**config.mk**
```make
export PLATFORM = sky130hd
export DESIGN_NAME = rrdc_top
export DESIGN_NICKNAME = d
export VERILOG_FILES = /design/src/rtl/rrdc_pkg.sv /design/src/rtl/rrdc_sched.sv /design/src/rtl/rrdc_issue.sv /design/src/rtl/rrdc_merge.sv /design/src/rtl/rrdc_top.sv
export SDC_FILE = /design/constraint.sdc
export NUM_CORES = 1
export LEC_CHECK = 0
export BUFFER_PORTS_ARGS = -buffer_cell sky130_fd_sc_hd__buf_2
export CAP_MARGIN = 10
export CORE_ASPECT_RATIO = 0.9
export CORE_MARGIN = 2
export CORE_UTILIZATION = 47
export CTS_BUF_LIST = sky130_fd_sc_hd__clkbuf_4 sky130_fd_sc_hd__clkbuf_8 sky130_fd_sc_hd__clkbuf_16
export DETAILED_ROUTE_END_ITERATION = 10
export GPL_TIMING_DRIVEN = 0
export PLACE_DENSITY_LB_ADDON = 0.12
export SLEW_MARGIN = 20
export SYNTH_ARGS = -nofsm -noshare
export SYNTH_HDL_FRONTEND = slang
export SYNTH_SLANG_ARGS = --single-unit
export TNS_END_PERCENT = 50
```
**constraint.sdc**
```tcl
create_clock -name clk_i -period 1.76 [get_ports clk_i]
set_input_delay 0.088 -clock clk_i [delete_from_list [all_inputs] [get_ports clk_i]]
set_output_delay 0.088 -clock clk_i [all_outputs]
set_load 0.01 [all_outputs]
```
**src/rtl/rrdc_pkg.sv**
```systemverilog
package rrdc_pkg;
  localparam int unsigned NLANE = 3;

  // rotation position; encoding fixed by the lane ordering rules
  typedef enum logic [1:0] {
    SLOT_LAST  = 2'b00,
    SLOT_FIRST = 2'b01,
    SLOT_MID   = 2'b10
  } slot_e;

  typedef struct packed {
    logic       v;
    logic [1:0] idx;
  } tag_t;

  function automatic logic [1:0] pop3(input logic [NLANE-1:0] m);
    return {1'b0, m[0]} + {1'b0, m[1]} + {1'b0, m[2]};
  endfunction

  function automatic logic [1:0] oh2idx(input logic [NLANE-1:0] oh);
    return oh[2] ? 2'd2 : (oh[1] ? 2'd1 : 2'd0);
  endfunction
endpackage

```
**src/rtl/rrdc_sched.sv**
```systemverilog
module rrdc_sched
  import rrdc_pkg::*;
(
  input  logic             clk_i,
  input  logic             rst_ni,
  input  logic             valid_i,
  input  logic [NLANE-1:0] healthy_i,
  output logic             issue_o,
  output logic [NLANE-1:0] sel_o
);
  slot_e            state_q, state_d, nxt;
  logic [1:0]       cnt;
  logic [NLANE-1:0] lo_oh, hi_oh;

  always_comb begin
    cnt   = pop3(healthy_i);
    lo_oh = healthy_i & (~healthy_i + 3'd1);
    hi_oh = healthy_i[2] ? 3'b100 : (healthy_i[1] ? 3'b010 : 3'b001);
    sel_o = '0;
    nxt   = state_q;
    unique case (cnt)
      2'd3: begin
        case (state_q)
          SLOT_FIRST: begin sel_o = 3'b001; nxt = SLOT_MID;   end
          SLOT_MID:   begin sel_o = 3'b010; nxt = SLOT_LAST;  end
          default:    begin sel_o = 3'b100; nxt = SLOT_FIRST; end
        endcase
      end
      2'd2: begin
        // middle position folds onto the higher lane
        if (state_q == SLOT_FIRST) begin
          sel_o = lo_oh; nxt = SLOT_LAST;
        end else begin
          sel_o = hi_oh; nxt = SLOT_FIRST;
        end
      end
      2'd1: begin
        sel_o = healthy_i; nxt = SLOT_LAST;
      end
      default: begin
        sel_o = '0; nxt = state_q;
      end
    endcase
    issue_o = valid_i && (cnt != 2'd0);
    state_d = issue_o ? nxt : state_q;
  end

  always_ff @(posedge clk_i or negedge rst_ni) begin
    if (!rst_ni) state_q <= SLOT_FIRST;
    else         state_q <= state_d;
  end
endmodule

```
**src/rtl/rrdc_issue.sv**
```systemverilog
module rrdc_issue
  import rrdc_pkg::*;
#(
  parameter int unsigned OP_W  = 8,
  parameter int unsigned SEL_W = 3
) (
  input  logic                   clk_i,
  input  logic                   rst_ni,
  input  logic                   issue_i,
  input  logic [NLANE-1:0]       sel_i,
  input  logic [NLANE-1:0]       fault_i,
  input  logic [OP_W-1:0]        a_i,
  input  logic [OP_W-1:0]        b_i,
  input  logic [SEL_W-1:0]       op_i,
  output logic [NLANE-1:0]       go_o,
  output logic [NLANE*OP_W-1:0]  a_o,
  output logic [NLANE*OP_W-1:0]  b_o,
  output logic [NLANE*SEL_W-1:0] op_o
);
  for (genvar k = 0; k < NLANE; k++) begin : g_lane
    logic             go_q;
    logic [OP_W-1:0]  a_q, b_q;
    logic [SEL_W-1:0] op_q;

    always_ff @(posedge clk_i or negedge rst_ni) begin
      if (!rst_ni) begin
        go_q <= 1'b0;
        a_q  <= '0;
        b_q  <= '0;
        op_q <= '0;
      end else begin
        go_q <= issue_i & sel_i[k];
        if (fault_i[k]) begin
          // sleep: hold the lane inputs quiet
          a_q  <= '0;
          b_q  <= '0;
          op_q <= '0;
        end else if (issue_i && sel_i[k]) begin
          a_q  <= a_i;
          b_q  <= b_i;
          op_q <= op_i;
        end
      end
    end

    assign go_o[k]                 = go_q;
    assign a_o[k*OP_W +: OP_W]     = a_q;
    assign b_o[k*OP_W +: OP_W]     = b_q;
    assign op_o[k*SEL_W +: SEL_W]  = op_q;
  end
endmodule

```
**src/rtl/rrdc_merge.sv**
```systemverilog
module rrdc_merge
  import rrdc_pkg::*;
#(
  parameter int unsigned RES_W    = 16,
  parameter int unsigned LANE_LAT = 4
) (
  input  logic                   clk_i,
  input  logic                   rst_ni,
  input  logic                   issue_i,
  input  logic [NLANE-1:0]       sel_i,
  input  logic [NLANE-1:0]       fault_i,
  input  logic [NLANE*RES_W-1:0] res_i,
  output logic                   valid_o,
  output logic [RES_W-1:0]       data_o,
  output logic                   err_o
);
  // one slot per cycle between issue and result sampling
  localparam int unsigned DEPTH = LANE_LAT + 1;

  tag_t             tag_q [DEPTH];
  tag_t             head;
  logic [RES_W-1:0] pick_res;
  logic             pick_err;

  always_ff @(posedge clk_i or negedge rst_ni) begin
    if (!rst_ni) begin
      for (int i = 0; i < DEPTH; i++) tag_q[i] <= '0;
    end else begin
      tag_q[0] <= '{v: issue_i, idx: oh2idx(sel_i)};
      for (int i = 1; i < DEPTH; i++) tag_q[i] <= tag_q[i-1];
    end
  end

  assign head = tag_q[DEPTH-1];

  always_comb begin
    case (head.idx)
      2'd1:    begin pick_res = res_i[1*RES_W +: RES_W]; pick_err = fault_i[1]; end
      2'd2:    begin pick_res = res_i[2*RES_W +: RES_W]; pick_err = fault_i[2]; end
      default: begin pick_res = res_i[0 +: RES_W];       pick_err = fault_i[0]; end
    endcase
  end

  always_ff @(posedge clk_i or negedge rst_ni) begin
    if (!rst_ni) begin
      valid_o <= 1'b0;
      data_o  <= '0;
      err_o   <= 1'b0;
    end else begin
      valid_o <= head.v;
      if (head.v) begin
        data_o <= pick_res;
        err_o  <= pick_err;
      end
    end
  end
endmodule

```
**src/rtl/rrdc_top.sv**
```systemverilog
module rrdc_top
  import rrdc_pkg::*;
#(
  parameter int unsigned OP_W     = 8,
  parameter int unsigned SEL_W    = 3,
  parameter int unsigned RES_W    = 16,
  parameter int unsigned LANE_LAT = 4
) (
  input  logic                   clk_i,
  input  logic                   rst_ni,
  input  logic                   in_valid_i,
  input  logic [OP_W-1:0]        in_a_i,
  input  logic [OP_W-1:0]        in_b_i,
  input  logic [SEL_W-1:0]       in_op_i,
  input  logic [2:0]             lane_fault_i,
  output logic [2:0]             lane_go_o,
  output logic [3*OP_W-1:0]      lane_a_o,
  output logic [3*OP_W-1:0]      lane_b_o,
  output logic [3*SEL_W-1:0]     lane_op_o,
  input  logic [3*RES_W-1:0]     lane_res_i,
  output logic                   out_valid_o,
  output logic [RES_W-1:0]       out_data_o,
  output logic                   out_err_o
);
  logic             issue;
  logic [NLANE-1:0] sel;

  rrdc_sched u_sched (
    .clk_i     (clk_i),
    .rst_ni    (rst_ni),
    .valid_i   (in_valid_i),
    .healthy_i (~lane_fault_i),
    .issue_o   (issue),
    .sel_o     (sel)
  );

  rrdc_issue #(.OP_W(OP_W), .SEL_W(SEL_W)) u_issue (
    .clk_i   (clk_i),
    .rst_ni  (rst_ni),
    .issue_i (issue),
    .sel_i   (sel),
    .fault_i (lane_fault_i),
    .a_i     (in_a_i),
    .b_i     (in_b_i),
    .op_i    (in_op_i),
    .go_o    (lane_go_o),
    .a_o     (lane_a_o),
    .b_o     (lane_b_o),
    .op_o    (lane_op_o)
  );

  rrdc_merge #(.RES_W(RES_W), .LANE_LAT(LANE_LAT)) u_merge (
    .clk_i   (clk_i),
    .rst_ni  (rst_ni),
    .issue_i (issue),
    .sel_i   (sel),
    .fault_i (lane_fault_i),
    .res_i   (lane_res_i),
    .valid_o (out_valid_o),
    .data_o  (out_data_o),
    .err_o   (out_err_o)
  );
endmodule

```
==> key figures <==
Place
  • PortBufs: 150
  • RePlAce Congestion: ~0.85
  • Dpl cells: 743
  • Placed Area: 5870 um2
  • DP HPWL: 9.39 mm

Worst setup path
  • R2R Path Start: u_sched.state_q[0]
  • Crit Path Category: register to register
  • Crit path to: u_issue.g_lane[1].b_q[0]
  • Worst Path Max Fanout: 5
  • Reg2reg setup slack: -0.24 ns
  • Reg2Reg Depth: 6
  • RR Endpoint: u_issue.g_lane[1].b_q[0]
  • Arrival time at the worst endpoint: between 2 and 2.5 ns
  • Startpoint types: register
  • Worst path required time: 2.02 ns
  • Crit. End Element: register
  • Critical Path Start: u_sched.state_q[0]

Hold path
  • Hold Crit Depth: 3
  • Worst Hold Class: input port to register
  • Hold path start: in_a_i[4]

Detailed routing
  • Post-route DRC violation count: 0
  • Iter 0 DRT Violations: 216
  • Via count: 4217
  • Vias per cell: 5.45
  • DRT antenna net count: 0
  • DRT Pass-1 Iters: 4
  • Post-Route WL: 13.6 mm
  • Avg WL per Cell: 17.6 um

Layout
  • Most frequent cells in the layout: buf_2, dfrtp_1, nand2_1
  • Design area: 6490 um2
  • Post-layout nets: 724
  • Fin cells: 774
  • Share of cells above drive strength 1: 37.7%
  • Commonest non-fill, non-tap cell in the layout: buf_2
  • Ant. Diodes: 0
  • Fin util: 63.9%
  • Area delta synth->final: 33.0%

GRT
  • Initial antenna violation count: 0
  • GRT Total Usage: 24.7%
  • Met1 GRT Util: 35.2%
  • Largest net degree at the start of global routing: 58
  • First-pass GRT wire length: about 22 mm
  • Vias in the first global route: 4316
  • GRT met3 Usage: 4.57%
  • Grt ovf: 0
  • Gr busiest metal: met2
  • Met2 global-route usage: 39.2%

Timing
  • Period minus WS final: 2.00 ns
  • Final Hold Vio Count: 0
  • Fmax achieved: 0.501 GHz
  • Worst-Margin Slew: 0.593 ns
  • Fin crit share: 113%
  • Final setup margin: -0.236 ns
  • # setup viols final: just under 60
  • Fin. max-slew vios: 0
  • Max-slew headroom: 60.5%
  • Worst hold margin: 0.0172 ns
  • RSZ-0062 raised after global routing: true
  • Clk_skew: 0.00570 ns

Clocking
  • Clock transition at path regs: around 0.070 ns
  • CTS root buf: clkbuf_16
  • CTS H-tree depth: 3
  • CTS Buffer Depth: 2
  • Total CTS buffers: 9
  • TritonCTS clock tree: done
  • Clk Latency, worst-skew pair: 0.34 ns
  • Clock sink total: 95

Logic synthesis
  • Ys Warns: 0
  • Mapped cell area: ~5000 um2
  • Yosys cell types: 35
  • FF+latch count, synth: 95
  • Synthesized net count: 547
  • Syn Inst Count: 463
  • Seq/Total Area, Yosys: between 40% and 50%
  • Avg Cell Area, Syn: around 11 um2

Floorplanning
  • Total core area: 10200 um2
  • Die height: about 100 um
  • Die area: 11200 um2
  • Width of the chip: 111 um
  • Starting Density: 48.0%
  • Cell Rows: 35
  • Top-Level Pins: 151

Status
  • Violated checks: setup timing
  • Status: finished, violations left

Pwr
  • Pwr Density: 1110 nW/um2
  • Leak: 3.54 nW
  • Maximum vdd drop: 554 uV

Job
  • Maxcap violations: 0
## timing repair
action                                  CTS  global route
setup buffers                            11             4
hold buffers                              1             0
cloned                                    5             0
endpoints found under the setup margin   76            77
gates resized for setup                  32            26
pin swaps                                 7             5
hold endpoints to repair                 38             0
## sequential cells by signal, summed over array words and instances, names as in the netlist
signal,flops
u_issue.g_lane.a_q,24
u_issue.g_lane.b_q,24
u_merge.data_o,16
u_merge.tag_q,12
u_issue.g_lane.op_q,9
u_issue.g_lane.go_q,3
u_merge.head,3
u_sched.state_q,2
u_merge.err_o,1
u_merge.valid_o,1
## worst min-delay path by stage
stage                                     end
floorplan            u_issue.g_lane[0].a_q[0]
detailed placement  u_issue.g_lane[0].op_q[0]
global route        u_issue.g_lane[2].op_q[0]
finish               u_issue.g_lane[1].a_q[4]
global placement             u_merge.tag_q[4]
CTS                  u_issue.g_lane[1].a_q[4]
## cell families after synthesis
group / after synthesis / synth area share (%)
multiplexers: 75 / 15.9
adder cells (fa/ha/maj): 11 / 2.98
buffers and inverters: 55 / 5.00
AND/OR/NAND/NOR: 161 / 17.7
flip-flops: 95 / 48.8
AO/OA/AOI/OAI: 66 / 9.62
## per-stage QoR
stage | worst slack, ns | power (W) | TNS (ns)
floorplan | -0.107 | 0.00405 | -3.74
global placement | -0.530 | 0.00479 | -63.99
detailed placement | -0.585 | 0.00486 | -32.82
CTS | -0.234 | 0.00709 | -7.94
global route | -0.345 | 0.00755 | -15.33
finish | -0.236 | 0.00718 | -9.35
## cell usage after synthesis
master    instances  area [um2]
mux2i_1          57         571
a21bo_2           1        10.0
nand3_1           1        5.00
and4b_1           1        10.0
nor3b_1           2        15.0
mux2_2           17         191
buf_4             5        37.5
a21oi_1           4        20.0
o31ai_1           1        7.51
buf_6             2        22.5
buf_1             1        3.75
a221oi_1          1        8.76
o21ai_1           3        15.0
and3_1           19         119
nor2_1            2        7.51
a222oi_1          1        10.0
nand2b_1         40         250
o21a_1            2        15.0
o21ai_0          15        75.1
dfstp_2           1        26.3
nor2b_1           1        6.26
inv_1            11        41.3
dfrtp_1          94        2350
a32oi_1          19         166
and4_1           19         166
a22oi_1          16         120
a211oi_1          1        7.51
buf_2             3        15.0
ha_1             10         125
a31oi_1           1        6.26
mux2_4            1        15.0
nand2_1          76         285
fa_1              1        20.0
clkbuf_1         33         124
a21o_1            1        7.51
## routing by layer
layer / routed length, um / part of all wire, % / vias up
met5: 0 / 0 / -
met4: 221 / 1.6 / 0
met3: 783 / 5.8 / 20
met2: 6430 / 47 / 147
met1: 6170 / 45 / 2067
li1: - / - / 1983
## critical path, cell delays in order, from the launching register on
cell      delay [ns]
dfstp_2         0.56
ha_4            0.14
mux2_4          0.30
a222oi_1        0.41
nor2_2          0.15
buf_6           0.17
mux2i_2         0.18
## cell type report
class,instances,area [um2]
Buffer,41,262
Tap cell,129,161
Timing Repair Buffer,169,980
Clock inverter,5,57.6
Clock buffer,11,246
Sequential cell,95,2380
Fill cell,825,3670
Inverter,11,43.8
Multi-Input combinational cell,313,2360
## power breakdown
part	internal, W	switching, W	total (W)
clock	0.00115	0.000840	0.00199
sequential	0.00258	0.000213	0.00279
combinational	0.00113	0.00126	0.00239
No activity file was read; power rests on OpenSTA's default activity.
